$ cat src/rtl/gpred_pkg.sv
// Shared types and helpers for the global history direction predictor.
// Assumes the history width is at least 2 bits.
package gpred_pkg;

    typedef logic [1:0] ctr_t;

    localparam ctr_t CTR_SNT = 2'b00;
    localparam ctr_t CTR_WNT = 2'b01;
    localparam ctr_t CTR_WT  = 2'b10;
    localparam ctr_t CTR_ST  = 2'b11;

    // Saturating step of a 2-bit counter toward the observed outcome.
    function automatic ctr_t ctr_step(input ctr_t cur, input logic taken);
        if (taken)
            return (cur == CTR_ST) ? CTR_ST : ctr_t'(cur + 2'd1);
        else
            return (cur == CTR_SNT) ? CTR_SNT : ctr_t'(cur - 2'd1);
    endfunction

endpackage

$ cat src/rtl/gpred_hist.sv
// Global outcome history register.
// A valid lookup shifts in its predicted bit. A repair replaces the history
// with a snapshot and the true outcome, and wins over a lookup in the same cycle.
module gpred_hist #(
    parameter int HIST_W = 8
) (
    input  logic              clk,
    input  logic              rst_n,
    input  logic              spec_en,
    input  logic              spec_bit,
    input  logic              rep_en,
    input  logic [HIST_W-1:0] rep_hist,
    input  logic              rep_bit,
    output logic [HIST_W-1:0] hist
);

    // Hold, speculate or repair the shared history.
    always_ff @(posedge clk) begin
        if (!rst_n)
            hist <= '0;
        else if (rep_en)
            hist <= {rep_hist[HIST_W-2:0], rep_bit};
        else if (spec_en)
            hist <= {hist[HIST_W-2:0], spec_bit};
    end

    AST_REPAIR_LOAD: assert property (@(posedge clk) disable iff (!rst_n)
        rep_en |=> hist == {$past(rep_hist[HIST_W-2:0]), $past(rep_bit)});

    AST_SPEC_SHIFT: assert property (@(posedge clk) disable iff (!rst_n)
        (spec_en && !rep_en) |=> hist == {$past(hist[HIST_W-2:0]), $past(spec_bit)});

    AST_HIST_HOLD: assert property (@(posedge clk) disable iff (!rst_n)
        (!spec_en && !rep_en) |=> $stable(hist));

endmodule

$ cat src/rtl/gpred_table.sv
// Table of 2-bit saturating counters with one combinational read port and one
// synchronous training port. A read of the entry being trained in the same
// cycle sees the old value.
module gpred_table
    import gpred_pkg::*;
#(
    parameter int IDX_W = 8
) (
    input  logic             clk,
    input  logic             rst_n,
    input  logic [IDX_W-1:0] rd_idx,
    output ctr_t             rd_ctr,
    input  logic             wr_en,
    input  logic [IDX_W-1:0] wr_idx,
    input  logic             wr_taken
);

    localparam int DEPTH = 1 << IDX_W;

    ctr_t cnt [DEPTH];
    ctr_t wr_cur;

    // Read the selected counters for prediction and training.
    always_comb begin
        rd_ctr = cnt[rd_idx];
        wr_cur = cnt[wr_idx];
    end

    // Reset all counters to weakly not-taken, then train one per update.
    always_ff @(posedge clk) begin
        if (!rst_n) begin
            for (int i = 0; i < DEPTH; i++)
                cnt[i] <= CTR_WNT;
        end else if (wr_en) begin
            cnt[wr_idx] <= ctr_step(wr_cur, wr_taken);
        end
    end

    AST_SAT_HIGH: assert property (@(posedge clk) disable iff (!rst_n)
        (wr_en && wr_taken && wr_cur == CTR_ST) |=> cnt[$past(wr_idx)] == CTR_ST);

    AST_SAT_LOW: assert property (@(posedge clk) disable iff (!rst_n)
        (wr_en && !wr_taken && wr_cur == CTR_SNT) |=> cnt[$past(wr_idx)] == CTR_SNT);

    AST_STEP_UP: assert property (@(posedge clk) disable iff (!rst_n)
        (wr_en && wr_taken && wr_cur != CTR_ST)
            |=> cnt[$past(wr_idx)] == ctr_t'($past(wr_cur) + 2'd1));

endmodule

$ cat src/rtl/gpred_top.sv
// Global history direction predictor.
// The lookup index is the history XOR PC bits [HIST_W+1:2]. The update index
// uses the returned snapshot, so training reaches the counter that was read.
// Assumes PC_W > HIST_W + 2 and HIST_W >= 2.
module gpred_top
    import gpred_pkg::*;
#(
    parameter int HIST_W = 8,
    parameter int PC_W   = 32
) (
    input  logic              clk,
    input  logic              rst_n,
    input  logic              lk_valid,
    input  logic [PC_W-1:0]   lk_pc,
    output logic              lk_taken,
    output logic [HIST_W-1:0] lk_hist,
    input  logic              up_valid,
    input  logic [PC_W-1:0]   up_pc,
    input  logic              up_taken,
    input  logic              up_mispred,
    input  logic [HIST_W-1:0] up_hist
);

    logic [HIST_W-1:0] hist;
    logic [HIST_W-1:0] lk_idx;
    logic [HIST_W-1:0] up_idx;
    ctr_t              lk_ctr;
    logic              unused_pc_bits;

    // Form both table indices by folding history with word-address bits.
    always_comb begin
        lk_idx   = hist    ^ lk_pc[HIST_W+1:2];
        up_idx   = up_hist ^ up_pc[HIST_W+1:2];
        lk_taken = lk_ctr[1];
        lk_hist  = hist;
    end

    // Collect PC bits that deliberately take no part in indexing.
    assign unused_pc_bits = ^{lk_pc[PC_W-1:HIST_W+2], lk_pc[1:0],
                              up_pc[PC_W-1:HIST_W+2], up_pc[1:0]};

    gpred_hist #(.HIST_W(HIST_W)) u_hist (
        .clk      (clk),
        .rst_n    (rst_n),
        .spec_en  (lk_valid),
        .spec_bit (lk_taken),
        .rep_en   (up_valid && up_mispred),
        .rep_hist (up_hist),
        .rep_bit  (up_taken),
        .hist     (hist)
    );

    gpred_table #(.IDX_W(HIST_W)) u_table (
        .clk      (clk),
        .rst_n    (rst_n),
        .rd_idx   (lk_idx),
        .rd_ctr   (lk_ctr),
        .wr_en    (up_valid),
        .wr_idx   (up_idx),
        .wr_taken (up_taken)
    );

    AST_NO_REPAIR_HOLD: assert property (@(posedge clk) disable iff (!rst_n)
        (up_valid && !up_mispred && !lk_valid) |=> $stable(lk_hist));

endmodule

$ cat config.mk
export PLATFORM = sky130hd
export DESIGN_NAME = gpred_top
export DESIGN_NICKNAME = d
export VERILOG_FILES = /design/src/rtl/gpred_pkg.sv /design/src/rtl/gpred_hist.sv /design/src/rtl/gpred_table.sv /design/src/rtl/gpred_top.sv
export SDC_FILE = /design/constraint.sdc
export NUM_CORES = 1
export LEC_CHECK = 0
export ABC_CLOCK_PERIOD_IN_PS = 9120
export BUFFER_PORTS_ARGS = -buffer_cell sky130_fd_sc_hd__buf_4
export CAP_MARGIN = 20
export CORE_MARGIN = 2
export CORE_UTILIZATION = 65
export DETAILED_ROUTE_END_ITERATION = 10
export PLACE_DENSITY = 0.83
export SLEW_MARGIN = 20
export SYNTH_ARGS = -nofsm -noshare
export SYNTH_HDL_FRONTEND = slang
export SYNTH_SLANG_ARGS = --single-unit
$ cat constraint.sdc
create_clock -name clk -period 9.12 [get_ports clk]
set_input_delay 0.912 -clock clk [delete_from_list [all_inputs] [get_ports clk]]
set_output_delay 0.912 -clock clk [all_outputs]
set_load 0.01 [all_outputs]
==> qor.yml <==
floorplan:
  io_pins: 87
  num_rows: 77
  core_um2: 43900
  start_util_pct: 65.5
  die_h_um: 214
  dieWidth_um: 214
  die-area_um2: 45900
setup_path:
  rr_startpoint: "u_table.cnt[129][1]$_SDFFCE_PN0P_"
  crit_family: "buffers and inverters"
  cp_data_arrival_time_ns: 6.75
  critPathMaxStageDelay_ns: 0.98
  cp.required_ns: 9.45
  crit_path_max_fanout: 91
  path_cells: "buf_4, xnor2_4, buf_12, mux4_2, a22oi_1, a21oi_1, o21ai_0, nand4_1, nor4_2, maj3_4, buf_4, nand3_1"
  crit_path_start: "up_hist[0]"
  cpMaxStageDelayCell: "maj3_4"
  path_common_cell: "buf_4"
  start_kind: "primary input"
  critPathBufInv: 3
  worstSetupEndpointType: "flip-flop"
  critPathKind: "primary input to flip-flop"
outcome:
  status: "finished clean"
timing:
  rsz0062_at_grt: "no"
  report.final.slew_viol_count: 0
  setup_tns_ns: 0
  period_share_pct: 70.4
  hold_violations: 0
  fmax_ghz: 0.156
  worstMarginPinSlew_ns: 1.27
  post-route-min-period_ns: 6.42
  max_slew_margin_pct: 15.2
  setup_ws_ns: 2.70
  final-setup-viol-count: 0
  skew_ns: 0.0194
yosys:
  yosys.area_share.simple_pct: 16.2
  synthAdderAreaFrac_pct: 0.0957
  synth_area_um2: 28800
  synth_ff_type: "edfxtp_1"
  synth_top_area_cell: "edfxtp_1"
  synth_nets: 2364
  synth_edf_count: 512
  synthMuxAreaShare_pct: 15.9
  yosys.cell_types.count: 54
  syn_inst: 2286
  synth_top_family_by_area: "simple AND/OR/NAND/NOR gates"
  syn_avg_cell_area_um2: 12.6
  yosysSeqAreaShare_pct: 54.0
  ys_async_sr_fraction_pct: 0
  synth.area.top_cells: "edfxtp_1 53%, mux4_2 8.8%, mux2i_1 6.9%, nor3_2 6.6%, nand3_1 4.7%"
  synth_compound_area_share_pct: 7.24
  synth_top_cell_area_share_pct: 53.5
  synth_seq_cells: 520
  synth-xor-area-share_pct: 1.01
  yosys_warnings: 0
clocking:
  cts-root-buf: "clkbuf_16"
  hold_buffers: 0
  path_clk_slew_ns: 0.06
  cts_buffers: 53
  cts_tree: "built"
  clk_latency_ns: 0.62
  htreeDepth: 2
  ctsResizeCount: 0
  cts.path.max_buffers: 3
  cts.sinks: 520
  post_cts_buffers: 0
placed_design:
  place_congestion: 0.958
  place_ws_ns: 2.69
  dpl.cell_count: 2734
  dp_hpwl_um: 53000
  io_buffers: 38
min_path:
  min_path_type: "primary input to flip-flop"
  hp-start: "up_hist[4]"
route:
  drtPass1Iterations: 7
  drc: 0
  wl_per_cell_um: 31.8
  drtIter0Drc: 3980
  antenna_left: 0
  wl_um: 90000
  vias: 21700
  via_per_inst: 7.67
layout:
  n_antenna_cell: 0
  drive_above_1_share_pct: 23.8
  layout.nets: 2277
  area_growth_pct: 7.20
  final_cells: 2832
grt:
  grt_pass1_vias: 21400
  grt_usage_pct: 39.0
  grt_max_degree: 109
  antenna_found_initial: 1
  grt.overflow.total: 0
  grt_pass1_wl_um: 133000
pwr:
  power.leakage_uw: 0.00930
  cellPowerDensity_nw_per_um2: 202
  ir_drop_v: 0.000165
run:
  maxCapViolCount: 0
==> flip-flops by register name (all words and copies together) (netlist names) <==
signal,cells
u_hist.hist,8
u_table.cnt,512
==> where the power goes <==
| part | switching, uW | internal, uW |
|---|---|---|
| combinational | 935 | 353 |
| clock | 950 | 1290 |
| sequential | 37.1 | 2680 |
==> final cells by class <==
type / instances / area (um^2)
multi-input cells: 1506 / 11900
fillers: 2981 / 13100
repair buffers: 117 / 960
well taps: 592 / 741
clock buffers: 63 / 1360
clock inverters: 33 / 365
flip-flops and latches: 520 / 15500
inverters: 1 / 3.75
==> logic make-up after synthesis <==
logic type      after synthesis
compound gates              354
xor+xnor                     28
fa+ha+maj                     2
buf+inv                     260
flops                       520
mux                         314
simple gates                808
==> cell usage after synthesis, types with 2 or more instances <==
cell and n:
o211ai_1 2, edfxtp_1 512, nand2_1 195, a41oi_1 3
buf_6 47, mux2i_1 199, nor2_1 105, buf_8 14
o41ai_1 18, mux4_2 113, nor3_2 190, xor2_1 12
buf_4 14, o21ai_0 203, maj3_4 2, xnor2_1 13
a211oi_1 2, nand4b_1 2, buf_1 25, nand4_1 7
o211a_1 7, dfxtp_1 8, nand2b_1 9, nand3_1 268
nor3_1 24, a21oi_1 16, o22a_1 7, o221ai_1 2
o22ai_1 74, buf_2 17, clkbuf_1 141, a22oi_1 13
==> cell usage in the layout, fill, tap and decap left out, types with 3 or more instances in the layout <==
cell / count
nand2b_1: 9
clkbuf_16: 53
o21ai_0: 203
o211a_1: 7
clkbuf_1: 10
clkinvlp_4: 3
nor2_2: 6
buf_12: 5
nor3_1: 14
o41ai_1: 17
dfxtp_1: 8
clkinv_2: 6
nand4_1: 7
mux2i_1: 199
nand2_1: 185
buf_4: 109
clkinv_1: 15
a21oi_1: 16
edfxtp_1: 512
o22a_1: 7
a41oi_1: 3
o22ai_1: 74
xor2_1: 9
nor3_2: 198
nand2_2: 10
nand3_1: 267
a22oi_1: 13
nor2_1: 99
xnor2_1: 11
bufinv_16: 8
xor2_4: 4
mux4_2: 113
==> metal layers <==
metal	track usage (%)	vias to the layer above	share of wire [%]
li1	-	8616	-
met1	49.3	10500	31
met2	59.0	2127	44
met3	12.4	515	17
met4	24.2	2	7.5
met5	0	-	0.011
==> worst reg2reg max path, cell delays in order, from the launching register on <==
cell and delay [ns]:
edfxtp_1 0.41, mux4_2 0.49, a22oi_1 0.28, a21oi_1 0.10
o21ai_0 0.81, nand4_1 0.24, nor4_2 0.31, maj3_4 0.98
buf_4 0.65, nand3_1 0.21
==> per-stage QoR <==
stage	hold WS, ns	instance area (um^2)	utilization [%]	total power, uW
floorplan	0.590	28800	-	3770
global placement	0.671	29000	66.1	3960
detailed placement	0.687	29000	66.1	3980
CTS	0.568	30800	70.0	6170
global route	0.581	30800	70.2	6340
finish	0.568	30800	70.2	6240
==> final timing paths <==
check                                            to  slack (ns)  depth (start not counted)
setup reg to reg  u_table.cnt[159][0]$_SDFFCE_PN1P_        4.36                          9
hold reg to reg         u_hist.hist[0]$_SDFFE_PN0P_        0.71                          2
setup / recovery  u_table.cnt[159][0]$_SDFFCE_PN1P_        2.70                         12
hold / removal          u_hist.hist[5]$_SDFFE_PN0P_        0.57                          2
Power figures use the tool's default switching activity.
